$ cat config.mk
export PLATFORM = sky130hd
export DESIGN_NAME = region_guard
export DESIGN_NICKNAME = d
export VERILOG_FILES = /design/src/rtl/rgd_pkg.sv /design/src/rtl/rg_regs.sv /design/src/rtl/rg_match.sv /design/src/rtl/rg_pick.sv /design/src/rtl/region_guard.sv
export SDC_FILE = /design/constraint.sdc
export NUM_CORES = 1
export LEC_CHECK = 0
export BUFFER_PORTS_ARGS = -buffer_cell sky130_fd_sc_hd__buf_4
export CAP_MARGIN = 20
export CORE_MARGIN = 2
export CORE_UTILIZATION = 45
export DETAILED_ROUTE_END_ITERATION = 8
export HOLD_SLACK_MARGIN = 0.12
export PLACE_DENSITY_LB_ADDON = 0.25
export SYNTH_ARGS = -nofsm -noshare
export SYNTH_HDL_FRONTEND = slang
export SYNTH_SLANG_ARGS = --single-unit
$ cat constraint.sdc
create_clock -name clk -period 5.9 [get_ports clk]
set_input_delay 0.885 -clock clk [delete_from_list [all_inputs] [get_ports clk]]
set_output_delay 0.885 -clock clk [all_outputs]
set_load 0.03 [all_outputs]
$ cat src/rtl/rgd_pkg.sv
package rgd_pkg;
  localparam logic [3:0] SEL_CTRL   = 4'd8;
  localparam logic [3:0] SEL_PERM_D = 4'd9;
  localparam logic [3:0] SEL_PERM_I = 4'd10;
  localparam logic [3:0] SEL_CACH_D = 4'd11;
  localparam logic [3:0] SEL_CACH_I = 4'd12;
  localparam logic [3:0] SEL_BUFM   = 4'd13;
  localparam int         MIN_SHIFT  = 5;
  localparam int         PERM_W     = 4;
endpackage

$ cat src/rtl/rg_regs.sv
module rg_regs import rgd_pkg::*; #(
  parameter int NREG = 8,
  parameter int AW   = 32
) (
  input  logic                       clk,
  input  logic                       rst,
  input  logic                       cfg_we,
  input  logic [3:0]                 cfg_addr,
  input  logic [AW-1:0]              cfg_wdata,
  output logic [NREG-1:0][AW-1:0]    win_q,
  output logic                       glob_en,
  output logic [NREG*PERM_W-1:0]     perm_d,
  output logic [NREG*PERM_W-1:0]     perm_i,
  output logic [NREG-1:0]            cach_d,
  output logic [NREG-1:0]            cach_i,
  output logic [NREG-1:0]            bufm
);
  localparam int IW = $clog2(NREG);
  localparam int PWW = NREG * PERM_W;

  always_ff @(posedge clk) begin
    if (rst) begin
      win_q   <= '0;
      glob_en <= 1'b0;
      perm_d  <= '0;
      perm_i  <= '0;
      cach_d  <= '0;
      cach_i  <= '0;
      bufm    <= '0;
    end else if (cfg_we) begin
      if (cfg_addr < 4'(NREG)) begin
        win_q[cfg_addr[IW-1:0]] <= cfg_wdata;
      end else begin
        case (cfg_addr)
          SEL_CTRL:   glob_en <= cfg_wdata[0];
          SEL_PERM_D: perm_d  <= cfg_wdata[PWW-1:0];
          SEL_PERM_I: perm_i  <= cfg_wdata[PWW-1:0];
          SEL_CACH_D: cach_d  <= cfg_wdata[NREG-1:0];
          SEL_CACH_I: cach_i  <= cfg_wdata[NREG-1:0];
          SEL_BUFM:   bufm    <= cfg_wdata[NREG-1:0];
          default:    ;
        endcase
      end
    end
  end


  ctrl_write_chk: assert property (@(posedge clk) disable iff (rst)
    (cfg_we && cfg_addr == SEL_CTRL) |=> (glob_en == $past(cfg_wdata[0])));
endmodule

$ cat src/rtl/rg_match.sv
module rg_match import rgd_pkg::*; #(
  parameter int NREG = 8,
  parameter int AW   = 32
) (
  input  logic [NREG-1:0][AW-1:0] win_q,
  input  logic [AW-1:0]           addr,
  output logic [NREG-1:0]         hit_vec
);
  for (genvar g = 0; g < NREG; g++) begin : g_win
    logic [4:0]    code;
    logic [AW-1:0] keep;
    always_comb begin
      code = win_q[g][5:1];
      for (int b = 0; b < AW; b++)
        keep[b] = (b > int'(code)) && (b > MIN_SHIFT);
      hit_vec[g] = win_q[g][0] && (((addr ^ win_q[g]) & keep) == '0);
    end
  end
endmodule

$ cat src/rtl/rg_pick.sv
module rg_pick import rgd_pkg::*; #(
  parameter int NREG = 8
) (
  input  logic [NREG-1:0]          hit_vec,
  input  logic                     glob_en,
  input  logic                     is_instr,
  input  logic                     is_write,
  input  logic [NREG*PERM_W-1:0]   perm_d,
  input  logic [NREG*PERM_W-1:0]   perm_i,
  input  logic [NREG-1:0]          cach_d,
  input  logic [NREG-1:0]          cach_i,
  input  logic [NREG-1:0]          bufm,
  output logic                     o_hit,
  output logic [$clog2(NREG)-1:0]  o_idx,
  output logic [PERM_W-1:0]        o_perm,
  output logic                     o_cach,
  output logic                     o_buf,
  output logic                     o_fault
);
  localparam int IW = $clog2(NREG);
  logic          any;
  logic [IW-1:0] top;
  logic [PERM_W-1:0] nib;
  logic          granted;

  always_comb begin
    any = 1'b0;
    top = '0;
    for (int i = 0; i < NREG; i++) begin
      if (hit_vec[i]) begin
        any = 1'b1;
        top = IW'(i);
      end
    end
    nib     = is_instr ? perm_i[top*PERM_W +: PERM_W] : perm_d[top*PERM_W +: PERM_W];
    granted = (is_write && !is_instr) ? nib[1] : nib[0];
    o_hit   = glob_en && any;
    o_idx   = o_hit ? top : '0;
    o_perm  = o_hit ? nib : '0;
    o_cach  = o_hit && (is_instr ? cach_i[top] : cach_d[top]);
    o_buf   = o_hit && !is_instr && bufm[top];
    o_fault = glob_en && (!any || !granted);
  end
endmodule

$ cat src/rtl/region_guard.sv
module region_guard import rgd_pkg::*; #(
  parameter int NREG = 8,
  parameter int AW   = 32
) (
  input  logic                     clk,
  input  logic                     rst,
  input  logic                     cfg_we,
  input  logic [3:0]               cfg_addr,
  input  logic [AW-1:0]            cfg_wdata,
  input  logic                     req_valid,
  input  logic [AW-1:0]            req_addr,
  input  logic                     req_instr,
  input  logic                     req_write,
  output logic                     rsp_valid,
  output logic                     rsp_hit,
  output logic [$clog2(NREG)-1:0]  rsp_region,
  output logic [PERM_W-1:0]        rsp_perm,
  output logic                     rsp_cacheable,
  output logic                     rsp_bufferable,
  output logic                     rsp_fault
);
  localparam int IW = $clog2(NREG);

  logic [NREG-1:0][AW-1:0]   win_q;
  logic                      glob_en;
  logic [NREG*PERM_W-1:0]    perm_d, perm_i;
  logic [NREG-1:0]           cach_d, cach_i, bufm, hit_vec;
  logic                      c_hit, c_cach, c_buf, c_fault;
  logic [IW-1:0]             c_idx;
  logic [PERM_W-1:0]         c_perm;

  rg_regs #(.NREG(NREG), .AW(AW)) u_regs (
    .clk(clk), .rst(rst), .cfg_we(cfg_we), .cfg_addr(cfg_addr),
    .cfg_wdata(cfg_wdata), .win_q(win_q), .glob_en(glob_en),
    .perm_d(perm_d), .perm_i(perm_i), .cach_d(cach_d),
    .cach_i(cach_i), .bufm(bufm));

  rg_match #(.NREG(NREG), .AW(AW)) u_match (
    .win_q(win_q), .addr(req_addr), .hit_vec(hit_vec));

  rg_pick #(.NREG(NREG)) u_pick (
    .hit_vec(hit_vec), .glob_en(glob_en), .is_instr(req_instr),
    .is_write(req_write), .perm_d(perm_d), .perm_i(perm_i),
    .cach_d(cach_d), .cach_i(cach_i), .bufm(bufm),
    .o_hit(c_hit), .o_idx(c_idx), .o_perm(c_perm),
    .o_cach(c_cach), .o_buf(c_buf), .o_fault(c_fault));

  always_ff @(posedge clk) begin
    if (rst) begin
      rsp_valid      <= 1'b0;
      rsp_hit        <= 1'b0;
      rsp_region     <= '0;
      rsp_perm       <= '0;
      rsp_cacheable  <= 1'b0;
      rsp_bufferable <= 1'b0;
      rsp_fault      <= 1'b0;
    end else begin
      rsp_valid      <= req_valid;
      rsp_hit        <= req_valid && c_hit;
      rsp_region     <= req_valid ? c_idx : '0;
      rsp_perm       <= req_valid ? c_perm : '0;
      rsp_cacheable  <= req_valid && c_cach;
      rsp_bufferable <= req_valid && c_buf;
      rsp_fault      <= req_valid && c_fault;
    end
  end


  rsp_follows_req_chk: assert property (@(posedge clk) disable iff (rst)
    req_valid |=> rsp_valid);

  rsp_idle_chk: assert property (@(posedge clk) disable iff (rst)
    !req_valid |=> !rsp_valid);

  disabled_pass_chk: assert property (@(posedge clk) disable iff (rst)
    (req_valid && !glob_en) |=> (!rsp_fault && !rsp_hit && !rsp_cacheable && !rsp_bufferable));

  miss_fault_chk: assert property (@(posedge clk) disable iff (rst)
    (req_valid && glob_en && hit_vec == '0) |=> (rsp_fault && !rsp_hit && rsp_perm == '0));

  top_window_chk: assert property (@(posedge clk) disable iff (rst)
    (req_valid && glob_en && hit_vec[NREG-1]) |=> (rsp_hit && rsp_region == IW'(NREG-1)));

  fetch_nobuf_chk: assert property (@(posedge clk) disable iff (rst)
    (req_valid && req_instr) |=> !rsp_bufferable);
endmodule

# --- Word level (Yosys, flattened, before mapping) ---
# Cells that the tools add are included.
classes:
  reduce_logical: 39
  n_mux: 27
  eq_ne: 6
  n_shift: 2
  bitwise_logic: 19
  order_cmp: 212
op_table:
  columns: ["op", "count"]
  rows:
  - ["$gt 5x5->1 const A", 128]
  - ["$gt 4x5->1 const A", 64]
  - ["$and 32x32->32", 8]
  - ["$bwmux 256", 1]
  - ["$logic_not 32->1", 8]
  - ["$xor 32x32->32", 8]
  - ["$demux 32 s3", 1]
  - ["$gt 3x5->1 const A", 16]
  - ["$shiftx 32x6->4", 2]
  - ["$mux 32", 1]
  - ["$eq 4x4->1 const B", 6]
  - ["$logic_and 1x1->1", 19]
  - ["$reduce_and 3->1", 6]
  - ["$mux 1", 14]
  - ["$mux 3", 4]
  - ["$bmux 1 s3", 3]
  - ["$lt 3x4->1 const B", 2]
  - ["$lt 4x4->1 const B", 1]
  - ["$mux 2", 2]
  - ["$mux 4", 1]
  - ["$ge 3x1->1 const B", 1]
  - ["$logic_not 1->1", 3]
  - ["$not 1->1", 3]
  - ["$reduce_or 3->1", 1]
  - ["2 further kinds", 2]
word_totals:
  input_bits: 74
  elab_cells: 326
  out_inout_bits: 12
  regBits: 357

# --- Logic depth before layout (Yosys ltp) ---
logic_depth:
  depth_word: 18
  ltp_mapped: 14
  ltp_nobuf: 11

# --- Modules after synthesis ---
# A second synthesis with hierarchy kept.
unflattened:
  cells_unflattened: 2022
  area_unflattened_um2: 19268.5
by_module_without_submodules:
  columns: ["mod", "seq_area_each_um2", "instances", "cells_per_inst", "area_per_inst_um2"]
  rows:
  - ["rg_regs", 6906.6, 1, 1205, 13367.8]
  - ["rg_match", 0.0, 1, 682, 4574.4]
  - ["rg_pick", 0.0, 1, 109, 964.7]
  - ["region_guard", 240.2, 1, 26, 361.6]

# --- Least setup slack after synthesis ---
# Ideal clock, no wire load.
synth_path:
  path_kind: "input -> register"
  startpoint: "input req_addr[31]"
  endpoint: "register rsp_fault"
  path_slack_ns: 2.142
  path_buffers: 1
  setup_time_ns: 0.084
  t_arrival_ns: 3.673
  t_required_ns: 5.816
  path_stages: 12
  cell_sequence: "buf_4 xor2_1 nor3b_1 o2111ai_1 or4_1 nor2_2 o21ai_2 a22oi_4 mux4_2 a32oi_1 nand2_1 o31ai_2"
synth_via:
  elab_chain_len: 18
  elab_cells_between_ends: 56
  classes_between: "shift (2); mux (17); bitwise (16); reduce/logical (21)"
synth_lines:
  columns: ["element", "line", "text"]
  rows:
  - ["from (decl)", "region_guard.sv:11", "input logic [AW-1:0] req_addr,"]
  - ["$xor 32x32->32", "rg_match.sv:16", "hit_vec[g] = win_q[g][0] && (((addr ^ win_q[g]) & keep) == '0);"]
  - ["$and 32x32->32", "rg_match.sv:16", null]
  - ["$logic_not 32->1", "rg_match.sv:16", null]
  - ["$logic_and 1x1->1", "rg_match.sv:16", null]
  - ["$mux 1", "rg_pick.sv:30", "if (hit_vec[i]) begin"]
  - ["$mux 2 (2 in series)", "rg_pick.sv:30", null]
  - ["$mux 3 (4 in series)", "rg_pick.sv:30", null]
  - ["$shiftx 32x6->4", "rg_pick.sv:35", "nib = is_instr ? perm_i[top*PERM_W +: PERM_W] : perm_d[top*PERM_W +: PERM_W];"]
  - ["$mux 4", "rg_pick.sv:35", null]
  - ["$mux 1", "rg_pick.sv:36", "granted = (is_write && !is_instr) ? nib[1] : nib[0];"]
  - ["$logic_not 1->1", "rg_pick.sv:42", "o_fault = glob_en && (!any || !granted);"]
  - ["$logic_or 1x1->1 *", "rg_pick.sv:42", null]
  - ["$logic_and 1x1->1 *", "rg_pick.sv:42", null]
  - ["$logic_and 1x1->1 *", "region_guard.sv:64", "rsp_fault <= req_valid && c_fault;"]
  - ["to (signal assigned)", "region_guard.sv:64", null]
  - ["to (decl)", "region_guard.sv:20", "output logic rsp_fault"]
# Every way passes the cells marked *; elsewhere a longest branch is shown, timed or not.
# A chain may end at the register's enable or synchronous reset.

# --- Worst setup path after layout ---
layout_path:
  startpoint: "register u_regs.win_q[164] in the netlist's numbering"
  endpoint: "register rsp_fault"
layout_via:
  elab_chain_len: 14
  elab_cells_between_ends: 45
  classes_between: "order compare (26); shift (2); mux (8); bitwise (2); reduce/logical (7)"
layout_lines:
  columns: ["element", "line", "text"]
  rows:
  - ["from (decl)", "rg_regs.sv:10", "output logic [NREG-1:0][AW-1:0] win_q,"]
  - ["from (signal, indexed assignment)", "rg_regs.sv:32", "win_q[cfg_addr[IW-1:0]] <= cfg_wdata;"]
  - ["$gt 3x5->1, or another cell as far along", "rg_match.sv:15", "keep[b] = (b > int'(code)) && (b > MIN_SHIFT);"]
  - ["$and 32x32->32 *", "rg_match.sv:16", null]
  - ["$logic_not 32->1 *", "rg_match.sv:16", null]
  - ["$logic_and 1x1->1 *", "rg_match.sv:16", null]
  - ["$mux 3 (3 in series)", "rg_pick.sv:30", null]
  - ["$shiftx 32x6->4", "rg_pick.sv:35", null]
  - ["$mux 4", "rg_pick.sv:35", null]
  - ["$mux 1", "rg_pick.sv:36", null]
  - ["$logic_not 1->1", "rg_pick.sv:42", null]
  - ["$logic_or 1x1->1 *", "rg_pick.sv:42", null]
  - ["$logic_and 1x1->1 *", "rg_pick.sv:42", null]
  - ["$logic_and 1x1->1 *", "region_guard.sv:64", null]
# Marks and branches as above.

==> run summary <==
status - finished, final reports clean
CTS root buf - clkbuf_16
# diodes - 0
setup_tns - 0 ns
post-route ant nets - 0
core area - 38800 sq um
clk_skew - 0.0117 ns
Worst Path Buf+Inv - 0
Worst Max-Slew Pin Slew - 1.07 ns
Die Footprint - 41100 sq um
hold-fix buffers at CTS - 0
# nets final - 2336
Hold EP - u_regs.perm_i[6]$_SDFFE_PP0P_
cells along the critical path - nand3_1, nor3b_1, o2111ai_1, or4_1, nor2_2, o21ai_2, a22oi_4, mux4_2, a32oi_1, nand2_1, o31ai_2
Yosys reg bits - 357
detail-routed via count per cell - 5.78
Peak VDD IR - 246 uV
Die X - 203 microns
Min Hold Slack - 0.453 ns
GRT Total Usage - 28.7%
most common cell in the netlist - nand2_1
Post-synth top cells - 696 x nand2_1, 364 x a21oi_1, 357 x dfxtp_1
hold crit path type - reg2reg
mean routed wirelength per cell - 21.5 microns
Synth area leader - dfxtp_1
Final setup violation count - 0
Worst path max stage delay - 0.68 ns
first-pass GRT wire length - 89.1 mm
post-DP HPWL - 37.5 mm
CTS tree - built
pwr dens - 278 nW/um^2
delay-heaviest family, CP - simple AND/OR/NAND/NOR gates
Worst R2R Path Depth - 11
Inserted Clock Buffers - 40
Clock Latency Late Sink - 0.57 ns
Startpoint Class - register
Final period util - 73.7%
max-cap viol count - 0
ys async rst share - 0%
total congestion overflow - 0
synth-to-layout area growth - 11.5%
Hold Fails Final Rpt - 0
num ports - 86
syn nets - 2407
crit path kind - reg2reg
reg2reg end - rsp_fault$_SDFF_PP0_
Die Y - 203 microns
Leak - 0.00658 uW
worst-path fanout max - 17
Max transition margin - 28.2%
htree depth - 2
R2R Path Start - u_regs.win_q[164]$_SDFFE_PP0P_
Final GP Congestion - 0.925
sequential fraction of the synthesis area - 40.2%
min Tclk post-route - 4.35 ns
Total Power - 5500 uW
crit path from - u_regs.win_q[164]$_SDFFE_PP0P_
vias in the first global route - 14600
Clock Sinks - 357
WP data arrival - 4.82 ns
row cnt - 72
dpl ws - 1.36 ns
largest net degree at the start of global routing - 140
dpl cells - 2732
Synth Warn # - 0
Post-Syn Area - 17800 sq um
Reg2Reg Setup Slack - 1.55 ns
hold-critical path depth - 2
hold path start - u_regs.perm_i[6]$_SDFFE_PP0P_
initial antenna violation count - 0
synthesized area per cell - 7.62 sq um
CP endpoint kind - register
Netlist cell types - 79
Max Freq - 230 MHz
Cells after Synth - 2333
Port Buf Inserts - 79
Residual DRC - 0
Yosys top cell area share - 40.2%
layout cell share with drive strength beyond 1 - 8.56%
DR vias - 16200
Post-CTS Setup Repair Bufs - 0
clock-pin slew on the worst setup and hold paths - 0.06 ns
Final Max Tran Viols - 0
drt first-iter violations - 1848
Crit-path slowest cell - dfxtp_1
WP data required - 6.37 ns
first-pass iteration count of the detailed router - 6
post_cts resized - 0
Total Routed Length - 60.4 mm
CTS Buffer Depth - 3
RSZ-0062 raised after global routing - no
synth top area cells - dfxtp_1 40%, nand2_1 15%, a21oi_1 10%
starting density of the core - 45.8%
Main synth FF type - dfxtp_1
fin cells - 2807
setup slack after layout - 1.55 ns
number of flops mapped to enable cells by yosys - 0
## logic make-up after synthesis
kind of cell	synth area share, %
flops	40.2
fa+ha+maj	0.345
compound gates	18.6
simple gates	20.7
buf+inv	5.46
xor+xnor	10.3
mux	4.45
## placed cells by master (no fill, tap or decap), types with 9 or more instances in the layout
master	count
nand2_1	696
a22oi_1	19
inv_1	16
xor2_1	87
mux4_2	11
xnor2_1	121
dfxtp_1	357
nand3_1	28
buf_4	91
a211oi_1	11
a21oi_1	364
o211ai_1	11
and3_1	10
o21ai_0	69
nor3_1	13
or3_1	11
o22ai_1	13
clkbuf_16	41
nor2_1	67
a31oi_1	14
mux2i_1	49
clkbuf_1	9
## through the flow
step                util (%)  instance area (sq um)
floorplan                  -                  17800
finish                  51.0                  19800
global route            51.0                  19800
detailed placement      47.2                  18300
global placement        47.0                  18300
CTS                     50.6                  19600
## state kept, by name, summed over array words and instances (netlist names)
| name | cells |
|---|---|
| rsp_bufferable | 1 |
| rsp_cacheable | 1 |
| rsp_fault | 1 |
| rsp_hit | 1 |
| rsp_perm | 4 |
| rsp_region | 3 |
| rsp_valid | 1 |
| u_regs.bufm | 8 |
| u_regs.cach_d | 8 |
| u_regs.cach_i | 8 |
| u_regs.glob_en | 1 |
| u_regs.perm_d | 32 |
| u_regs.perm_i | 32 |
| u_regs.win_q | 256 |
## worst reg2reg max path, cell delays in order (launching register included)
cell	delay (ns)
dfxtp_1	0.68
nand3_1	0.29
nor3b_1	0.25
o2111ai_1	0.15
or4_1	0.57
nor2_2	0.46
o21ai_2	0.18
a22oi_4	0.52
mux4_2	0.59
a32oi_1	0.24
nand2_1	0.10
o31ai_2	0.23
## metal layers
metal | GRT usage (%) | wire length, microns
met5 | 0 | 0
met4 | 15.1 | 3310
met3 | 5.68 | 5780
met2 | 42.4 | 25900
met1 | 39.6 | 25400
## power by group
part | internal, uW | switching, uW
logic | 146 | 325
clock network | 1530 | 1030
registers | 2440 | 28.7
## area by class of cell
type | instances | area, sq um
multi-input combinational | 1744 | 9680
tap | 518 | 648
clock inverter | 12 | 160
inverter | 17 | 63.8
clock buffer | 57 | 1160
timing repair buffer | 102 | 953
sequential | 357 | 7150
fill | 3742 | 19000
## worst max path at each step
stage	slack [ns]	end	cells past startpoint
after floorplan	2.14	rsp_fault$_SDFF_PP0_	12
after global placement	1.37	rsp_fault$_SDFF_PP0_	12
after detailed placement	1.36	rsp_fault$_SDFF_PP0_	12
after CTS	1.63	rsp_fault$_SDFF_PP0_	11
after global routing	1.33	rsp_fault$_SDFF_PP0_	11
final	1.55	rsp_fault$_SDFF_PP0_	11
(Power assumes the default switching activity.)
